File: config.mk
export PLATFORM = sky130hd
export DESIGN_NAME = hpp_host_port
export DESIGN_NICKNAME = d
export VERILOG_FILES = /design/src/rtl/hpp_pkg.sv /design/src/rtl/hpp_sync.sv /design/src/rtl/hpp_host_fsm.sv /design/src/rtl/hpp_regfile.sv /design/src/rtl/hpp_host_port.sv
export SDC_FILE = /design/constraint.sdc
export NUM_CORES = 1
export LEC_CHECK = 0
export CAP_MARGIN = 25
export CORE_AREA = 2 2 75 84
export CTS_CLUSTER_DIAMETER = 120
export DETAILED_ROUTE_END_ITERATION = 7
export DIE_AREA = 0 0 77 86
export SLEW_MARGIN = 40
export SYNTH_ARGS = -nofsm -noshare
export SYNTH_HDL_FRONTEND = slang
export SYNTH_SLANG_ARGS = --single-unit
File: constraint.sdc
create_clock -name clk -period 2.17 [get_ports clk]
set_input_delay 0.3255 -clock clk [delete_from_list [all_inputs] [get_ports clk]]
set_output_delay 0.3255 -clock clk [all_outputs]
set_load 0.01 [all_outputs]
File: src/rtl/hpp_pkg.sv
package hpp_pkg;
    typedef enum logic [1:0] {
        S_STRAP = 2'd0,
        S_IDLE  = 2'd1,
        S_WRITE = 2'd2,
        S_READ  = 2'd3
    } hst_state_e;

    typedef enum logic {
        STYLE_SPLIT  = 1'b0,
        STYLE_DIRSTB = 1'b1
    } bus_style_e;

    localparam int unsigned REG_OUTBOX = 0;
    localparam int unsigned REG_INBOX  = 1;
    localparam int unsigned REG_STATUS = 2;
    localparam int unsigned REG_GPIO   = 3;
endpackage

File: src/rtl/hpp_sync.sv
module hpp_sync #(
    parameter int unsigned W      = 3,
    parameter int unsigned STAGES = 2,
    parameter logic [W-1:0] RST_VAL = '1
) (
    input  logic         clk,
    input  logic         rst_n,
    input  logic [W-1:0] d_i,
    output logic [W-1:0] q_o
);
    logic [W-1:0] stage_q [STAGES];

    for (genvar g = 0; g < STAGES; g++) begin : g_stage
        if (g == 0) begin : g_first
            always_ff @(posedge clk or negedge rst_n) begin
                if (!rst_n) stage_q[0] <= RST_VAL;
                else        stage_q[0] <= d_i;
            end
        end else begin : g_next
            always_ff @(posedge clk or negedge rst_n) begin
                if (!rst_n) stage_q[g] <= RST_VAL;
                else        stage_q[g] <= stage_q[g-1];
            end
        end
    end

    assign q_o = stage_q[STAGES-1];
endmodule

File: src/rtl/hpp_host_fsm.sv
module hpp_host_fsm
    import hpp_pkg::*;
#(
    parameter int unsigned AW = 2,
    parameter int unsigned DW = 8
) (
    input  logic          clk,
    input  logic          rst_n,
    input  logic          strap_raw,
    input  logic          s_cs_n,
    input  logic          s_ctl_a,
    input  logic          s_ctl_b,
    input  logic [AW-1:0] addr_raw,
    input  logic [DW-1:0] data_raw,
    output logic          armed_o,
    output bus_style_e    style_o,
    output logic          wr_commit_o,
    output logic          rd_done_o,
    output logic [AW-1:0] addr_o,
    output logic [DW-1:0] data_o
);
    hst_state_e state_q, state_d;
    bus_style_e style_q;
    logic       wr_act, rd_act, capture;
    logic [AW-1:0] addr_q;
    logic [DW-1:0] data_q;

    always_comb begin
        if (style_q == STYLE_SPLIT) begin
            wr_act = !s_cs_n && !s_ctl_b;
            rd_act = !s_cs_n && !s_ctl_a;
        end else begin
            wr_act = !s_cs_n && !s_ctl_b && !s_ctl_a;
            rd_act = !s_cs_n && !s_ctl_b &&  s_ctl_a;
        end
    end

    always_comb begin
        state_d = state_q;
        unique case (state_q)
            S_STRAP: state_d = S_IDLE;
            S_IDLE: begin
                if (wr_act)      state_d = S_WRITE;
                else if (rd_act) state_d = S_READ;
            end
            S_WRITE: if (!wr_act) state_d = S_IDLE;
            S_READ:  if (!rd_act) state_d = S_IDLE;
            default: state_d = S_STRAP;
        endcase
    end

    always_ff @(posedge clk or negedge rst_n) begin
        if (!rst_n) state_q <= S_STRAP;
        else        state_q <= state_d;
    end

    always_ff @(posedge clk or negedge rst_n) begin
        if (!rst_n)                 style_q <= STYLE_SPLIT;
        else if (state_q == S_STRAP) style_q <= bus_style_e'(strap_raw);
    end

    assign capture = (state_q == S_IDLE && (wr_act || rd_act)) ||
                     (state_q == S_WRITE && wr_act);

    always_ff @(posedge clk or negedge rst_n) begin
        if (!rst_n) begin
            addr_q <= '0;
            data_q <= '0;
        end else if (capture) begin
            addr_q <= addr_raw;
            data_q <= data_raw;
        end
    end

    always_comb begin
        armed_o     = (state_q != S_STRAP);
        wr_commit_o = 1'b0;
        rd_done_o   = 1'b0;
        unique case (state_q)
            S_WRITE: wr_commit_o = !wr_act;
            S_READ:  rd_done_o   = !rd_act;
            default: ;
        endcase
    end

    assign style_o = style_q;
    assign addr_o  = addr_q;
    assign data_o  = data_q;

    // style frozen once the strap state is left
    p_style_hold_r2: assert property (@(posedge clk) disable iff (!rst_n)
        (state_q != S_STRAP) |=> $stable(style_q));

    // a deselected idle port stays idle
    p_idle_when_deselected_r6: assert property (@(posedge clk) disable iff (!rst_n)
        (state_q == S_IDLE && s_cs_n) |=> (state_q == S_IDLE));
endmodule

File: src/rtl/hpp_regfile.sv
module hpp_regfile
    import hpp_pkg::*;
#(
    parameter int unsigned AW = 2,
    parameter int unsigned DW = 8
) (
    input  logic          clk,
    input  logic          rst_n,
    input  logic          wr_commit,
    input  logic          rd_done,
    input  logic [AW-1:0] acc_addr,
    input  logic [DW-1:0] acc_data,
    input  logic [AW-1:0] rd_addr,
    input  logic          pin_level,
    input  logic          dsp_out_wr,
    input  logic [DW-1:0] dsp_out_data,
    input  logic          dsp_in_ack,
    output logic [DW-1:0] rd_data,
    output logic          out_pend,
    output logic [DW-1:0] in_data,
    output logic          in_full,
    output logic          gpio_val,
    output logic          gpio_oe
);
    localparam int unsigned PADW = DW - 3;

    logic [DW-1:0] out_data_q, in_data_q;
    logic          out_pend_q, in_full_q, gpio_val_q, gpio_oe_q;
    logic          wr_inbox, wr_gpio, rd_outbox;

    assign wr_inbox  = wr_commit && (acc_addr == AW'(REG_INBOX));
    assign wr_gpio   = wr_commit && (acc_addr == AW'(REG_GPIO));
    assign rd_outbox = rd_done   && (acc_addr == AW'(REG_OUTBOX));

    always_ff @(posedge clk or negedge rst_n) begin
        if (!rst_n) begin
            out_data_q <= '0;
            out_pend_q <= 1'b0;
        end else if (dsp_out_wr) begin
            out_data_q <= dsp_out_data;
            out_pend_q <= 1'b1;
        end else if (rd_outbox) begin
            out_pend_q <= 1'b0;
        end
    end

    always_ff @(posedge clk or negedge rst_n) begin
        if (!rst_n) begin
            in_data_q <= '0;
            in_full_q <= 1'b0;
        end else if (wr_inbox) begin
            in_data_q <= acc_data;
            in_full_q <= 1'b1;
        end else if (dsp_in_ack) begin
            in_full_q <= 1'b0;
        end
    end

    always_ff @(posedge clk or negedge rst_n) begin
        if (!rst_n) begin
            gpio_val_q <= 1'b0;
            gpio_oe_q  <= 1'b0;
        end else if (wr_gpio) begin
            gpio_val_q <= acc_data[0];
            gpio_oe_q  <= acc_data[1];
        end
    end

    always_comb begin
        unique case (rd_addr)
            AW'(REG_OUTBOX): rd_data = out_data_q;
            AW'(REG_INBOX):  rd_data = in_data_q;
            AW'(REG_STATUS): rd_data = {{PADW{1'b0}}, 1'b0, in_full_q, out_pend_q};
            default:         rd_data = {{PADW{1'b0}}, pin_level, gpio_oe_q, gpio_val_q};
        endcase
    end

    assign out_pend = out_pend_q;
    assign in_data  = in_data_q;
    assign in_full  = in_full_q;
    assign gpio_val = gpio_val_q;
    assign gpio_oe  = gpio_oe_q;

    // a DSP post lands and raises pending
    p_post_sets_pending_r8: assert property (@(posedge clk) disable iff (!rst_n)
        dsp_out_wr |=> (out_pend_q && out_data_q == $past(dsp_out_data)));

    // finished outbox read without a racing post clears pending
    p_read_clears_pending_r9: assert property (@(posedge clk) disable iff (!rst_n)
        (rd_done && acc_addr == AW'(REG_OUTBOX) && !dsp_out_wr) |=> !out_pend_q);

    // host commit to the inbox sets full, even against an ack
    p_inbox_full_r10: assert property (@(posedge clk) disable iff (!rst_n)
        (wr_commit && acc_addr == AW'(REG_INBOX)) |=> (in_full_q && in_data_q == $past(acc_data)));
endmodule

File: src/rtl/hpp_host_port.sv
module hpp_host_port
    import hpp_pkg::*;
#(
    parameter int unsigned AW          = 2,
    parameter int unsigned DW          = 8,
    parameter int unsigned SYNC_STAGES = 2
) (
    input  logic          clk,
    input  logic          rst_n,
    input  logic [DW-1:0] hd_i,
    output logic [DW-1:0] hd_o,
    output logic          hd_oe,
    input  logic [AW-1:0] ha,
    input  logic          hcs_n,
    input  logic          hctl_a,
    input  logic          hctl_b,
    input  logic          strap_i,
    output logic          strap_o,
    output logic          strap_oe,
    output logic          irq_pull_low,
    input  logic          dsp_out_wr,
    input  logic [DW-1:0] dsp_out_data,
    input  logic          dsp_in_ack,
    output logic [DW-1:0] dsp_in_data,
    output logic          dsp_in_full
);
    localparam int unsigned NCTL = 3;

    logic [NCTL-1:0] ctl_sync;
    logic            armed, wr_commit, rd_done, out_pend, gpio_val, gpio_oe, rd_qual;
    bus_style_e      style;
    logic [AW-1:0]   acc_addr;
    logic [DW-1:0]   acc_data;

    hpp_sync #(.W(NCTL), .STAGES(SYNC_STAGES), .RST_VAL('1)) u_sync (
        .clk   (clk),
        .rst_n (rst_n),
        .d_i   ({hcs_n, hctl_a, hctl_b}),
        .q_o   (ctl_sync)
    );

    hpp_host_fsm #(.AW(AW), .DW(DW)) u_fsm (
        .clk         (clk),
        .rst_n       (rst_n),
        .strap_raw   (strap_i),
        .s_cs_n      (ctl_sync[2]),
        .s_ctl_a     (ctl_sync[1]),
        .s_ctl_b     (ctl_sync[0]),
        .addr_raw    (ha),
        .data_raw    (hd_i),
        .armed_o     (armed),
        .style_o     (style),
        .wr_commit_o (wr_commit),
        .rd_done_o   (rd_done),
        .addr_o      (acc_addr),
        .data_o      (acc_data)
    );

    hpp_regfile #(.AW(AW), .DW(DW)) u_regs (
        .clk          (clk),
        .rst_n        (rst_n),
        .wr_commit    (wr_commit),
        .rd_done      (rd_done),
        .acc_addr     (acc_addr),
        .acc_data     (acc_data),
        .rd_addr      (ha),
        .pin_level    (strap_i),
        .dsp_out_wr   (dsp_out_wr),
        .dsp_out_data (dsp_out_data),
        .dsp_in_ack   (dsp_in_ack),
        .rd_data      (hd_o),
        .out_pend     (out_pend),
        .in_data      (dsp_in_data),
        .in_full      (dsp_in_full),
        .gpio_val     (gpio_val),
        .gpio_oe      (gpio_oe)
    );

    always_comb begin
        if (style == STYLE_SPLIT) rd_qual = !hctl_a;
        else                      rd_qual = !hctl_b && hctl_a;
    end

    assign hd_oe        = rst_n && armed && !hcs_n && rd_qual;
    assign strap_o      = gpio_val;
    assign strap_oe     = rst_n && armed && gpio_oe;
    assign irq_pull_low = out_pend;

    // pads released while reset is low
    always_comb begin
        if (!rst_n) begin
            p_tristate_in_reset_r1: assert (!hd_oe && !strap_oe && !irq_pull_low);
        end
    end
endmodule

==> impl_metrics.ini, run 1 <==
[run_status]
outcome = complete, no violations

[timing]
slew_headroom = 0.666
timing.final.crit_share = 0.976
rsz0062_at_grt = false
min_period_ps = 2120
max_slew.worst_pin.slew_ps = 499
fin_setup_tns_ps = 0
fmax_mhz = 472
fin_skew_ps = 7.47
slew_violations = 0
report.final.hold_viol_count = 0
setup_viol = 0

[cts]
hold_buffers = 0
cts.sinks = 39
cts_buffer_depth = 2
cts_buffers = 5
cts_tree = done
insertion_delay_ps = 290
h-tree-depth = 2
cts_root_buf = clkbuf_8
cts.clk_slew.worst_paths_ps = 70

[route]
via_per_inst = 4.43
wl_per_cell_um = 14.6
vias = 1091
ant_nets = 0
firstDrtPassIters = 3
routed_wirelength_mm = 3.59
drc_errors = 0
first_iter_violations = 48

[cells_and_area]
nets = 194
fin_util = 0.406
register_area_um2 = 983
area_growth_pct = 38.2
diodes = 0
nFillCells = 575
drive_gt1_frac = 0.320
multi_input_area_um2 = 664

[critical_path]
crit_path_start_kind = input pin
r2r-start = u_fsm.style_o$_DFFE_PN0P_
cp.required_ps = 1840
timing.rr.end = u_fsm.data_o[0]$_DFFE_PN0P_
r2r_cells = 3
reg2reg_slack_ps = 490
cp-end-kind = primary output
cp_max_fo = 9
cp.arrival_ps = 1790
crit_type = in2out

[power_and_ir_drop]
power.leakage_uw = 0.00102
finalPower_uw = 2250
power_density_mw_per_mm2 = 968
peakVddDrop_uv = 504

[yosys]
syn_area_mm2 = 0.00168
syn-num-nets = 142
yosysUniqueCellTypes = 27
yosysWarnings = 0
seq_area_frac_synth = 0.584
syn_inst = 116
ys_ff_latch = 39
avgSynthCellArea_um2 = 14.5

[worst_hold_path]
hold_path.class = in2async

[floorplanning]
dieArea_mm2 = 0.00662
num_rows = 29
coreArea_mm2 = 0.00573
die_x_um = 77
dieHeight_um = 86
start_util = 0.294
io_pins = 47

[global_route]
grtUsageTotal = 0.116
grt_pass1_wl_mm = 6.02
antenna_found_initial = 0
grt_max_degree = 40
gr-total-overflow = 0
first_global_vias = 1255

[placement]
port_buffers = 46
dp_hpwl_mm = 2.67
gp_congestion = 0.680

[job]
drv_cap = 0
## cell usage after synthesis
| master | instances | area share |
|---|---|---|
| mux2i_1 | 5 | 0.030 |
| clkbuf_1 | 2 | 0.0045 |
| a21oi_1 | 2 | 0.0059 |
| nor2_1 | 11 | 0.025 |
| nor3_1 | 1 | 0.0030 |
| nor2b_1 | 2 | 0.0074 |
| and3b_2 | 1 | 0.0059 |
| nor4_1 | 1 | 0.0037 |
| buf_6 | 1 | 0.0067 |
| o21bai_1 | 1 | 0.0045 |
| o21ai_0 | 3 | 0.0089 |
| nand2b_1 | 2 | 0.0074 |
| inv_1 | 3 | 0.0067 |
| a21o_2 | 1 | 0.0052 |
| mux2_2 | 20 | 0.13 |
| a22o_1 | 1 | 0.0052 |
| a211o_2 | 1 | 0.0059 |
| mux4_2 | 2 | 0.027 |
| mux2_4 | 10 | 0.089 |
| o32a_2 | 1 | 0.0067 |
| dfrtp_1 | 33 | 0.49 |
| buf_2 | 1 | 0.0030 |
| nand2_1 | 2 | 0.0045 |
| o21a_1 | 1 | 0.0045 |
| nor3b_1 | 1 | 0.0045 |
| dfstp_2 | 6 | 0.094 |
| nand4_2 | 1 | 0.0074 |
## where the power goes
part	total [uW]	internal [uW]	leakage [uW]	switching, uW
Sequential	1080	928	0.000464	153
Clock	497	256	0.0000482	241
Combinational	673	447	0.000503	227
## layout make-up
cell class / count / area share
Clock buffer: 7 / 0.0371
Timing Repair Buffer: 49 / 0.206
Inverter: 3 / 0.00484
Clock inverter: 1 / 0.00215
Tap cell: 77 / 0.0414
Sequential cell: 39 / 0.423
Multi-Input combinational cell: 70 / 0.286
## worst max-delay path, cell delays in order
cell and delay [ps]:
clkdlybuf4s50_1 510, buf_6 160, mux4_2 300, clkdlybuf4s50_1 490
## metal layers
| metal | global-route usage | part of all wire |
|---|---|---|
| met5 | 0 | 0 |
| met2 | 0.194 | 0.49 |
| met4 | 0.0503 | 0.015 |
| met1 | 0.139 | 0.44 |
| met3 | 0.0358 | 0.056 |
## worst max path at each step
stage / start / end / slack, ps / cells past startpoint
after floorplan: ha[1] / hd_o[2] / 630 / 3
after global placement: ha[0] / hd_o[0] / -110 / 3
after detailed placement: ha[0] / hd_o[1] / -110 / 3
after CTS: ha[1] / hd_o[1] / 20 / 4
after global routing: ha[1] / hd_o[1] / 20 / 4
final: ha[1] / hd_o[1] / 50 / 4
## cell families (layout without fill, tap and decap cells)
family	Yosys count	after routing	share of synthesized area
flip-flops	39	39	0.584
multiplexers	37	37	0.280
AND/OR/NAND/NOR	22	22	0.0684
AO/OA/AOI/OAI	11	11	0.0468
buffers and inverters	7	60	0.0208
## placed cells by master (no fill, tap or decap), types with 2 or more instances in the layout
cell	instances
clkdlybuf4s50_1	43
dfrtp_1	33
mux2_2	20
nor2_1	11
mux2_4	10
clkbuf_8	6
dfstp_2	6
mux2i_1	5
o21ai_0	3
inv_1	3
mux4_2	2
nor2b_1	2
a21oi_1	2
nand2b_1	2
nand2_1	2
dlygate4sd2_1	2
buf_4	2
## repair_timing
| action | CTS | global route |
|---|---|---|
| endpoints found under the setup margin | 8 | 2 |
| buffers inserted | 0 | 0 |
| endpoints found under the hold margin | 0 | 0 |
| gates resized for setup | 2 | 1 |
## flip-flops by register name (all words and copies together) (netlist names)
register           cells
u_fsm.addr_o           2
u_fsm.data_o           8
u_fsm.state_q          2
u_fsm.style_o          1
u_regs.gpio_oe         1
u_regs.gpio_val        1
u_regs.in_data         8
u_regs.in_full         1
u_regs.out_data_q      8
u_regs.out_pend        1
u_sync.q_o             3
u_sync.stage_q         3
## per-stage QoR
stage / instances / hold slack (ps) / instance area [um^2] / worst slack [ps]
final: 246 / 126 / 2330 / 52.8
after global routing: 246 / 161 / 2330 / 21.1
after CTS: 246 / 132 / 2320 / 18.9
after detailed placement: 238 / 347 / 2230 / -110
after global placement: 238 / 348 / 2230 / -114
after floorplan: 116 / 29.9 / 1680 / 630
(Power assumes the default switching activity.)
==> run 2, diff against run 1 <==
SLEW_MARGIN = unset   (was 40)
==> results of run 2 <==
The final DEF is identical to that of run 1; final timing and power are the same.
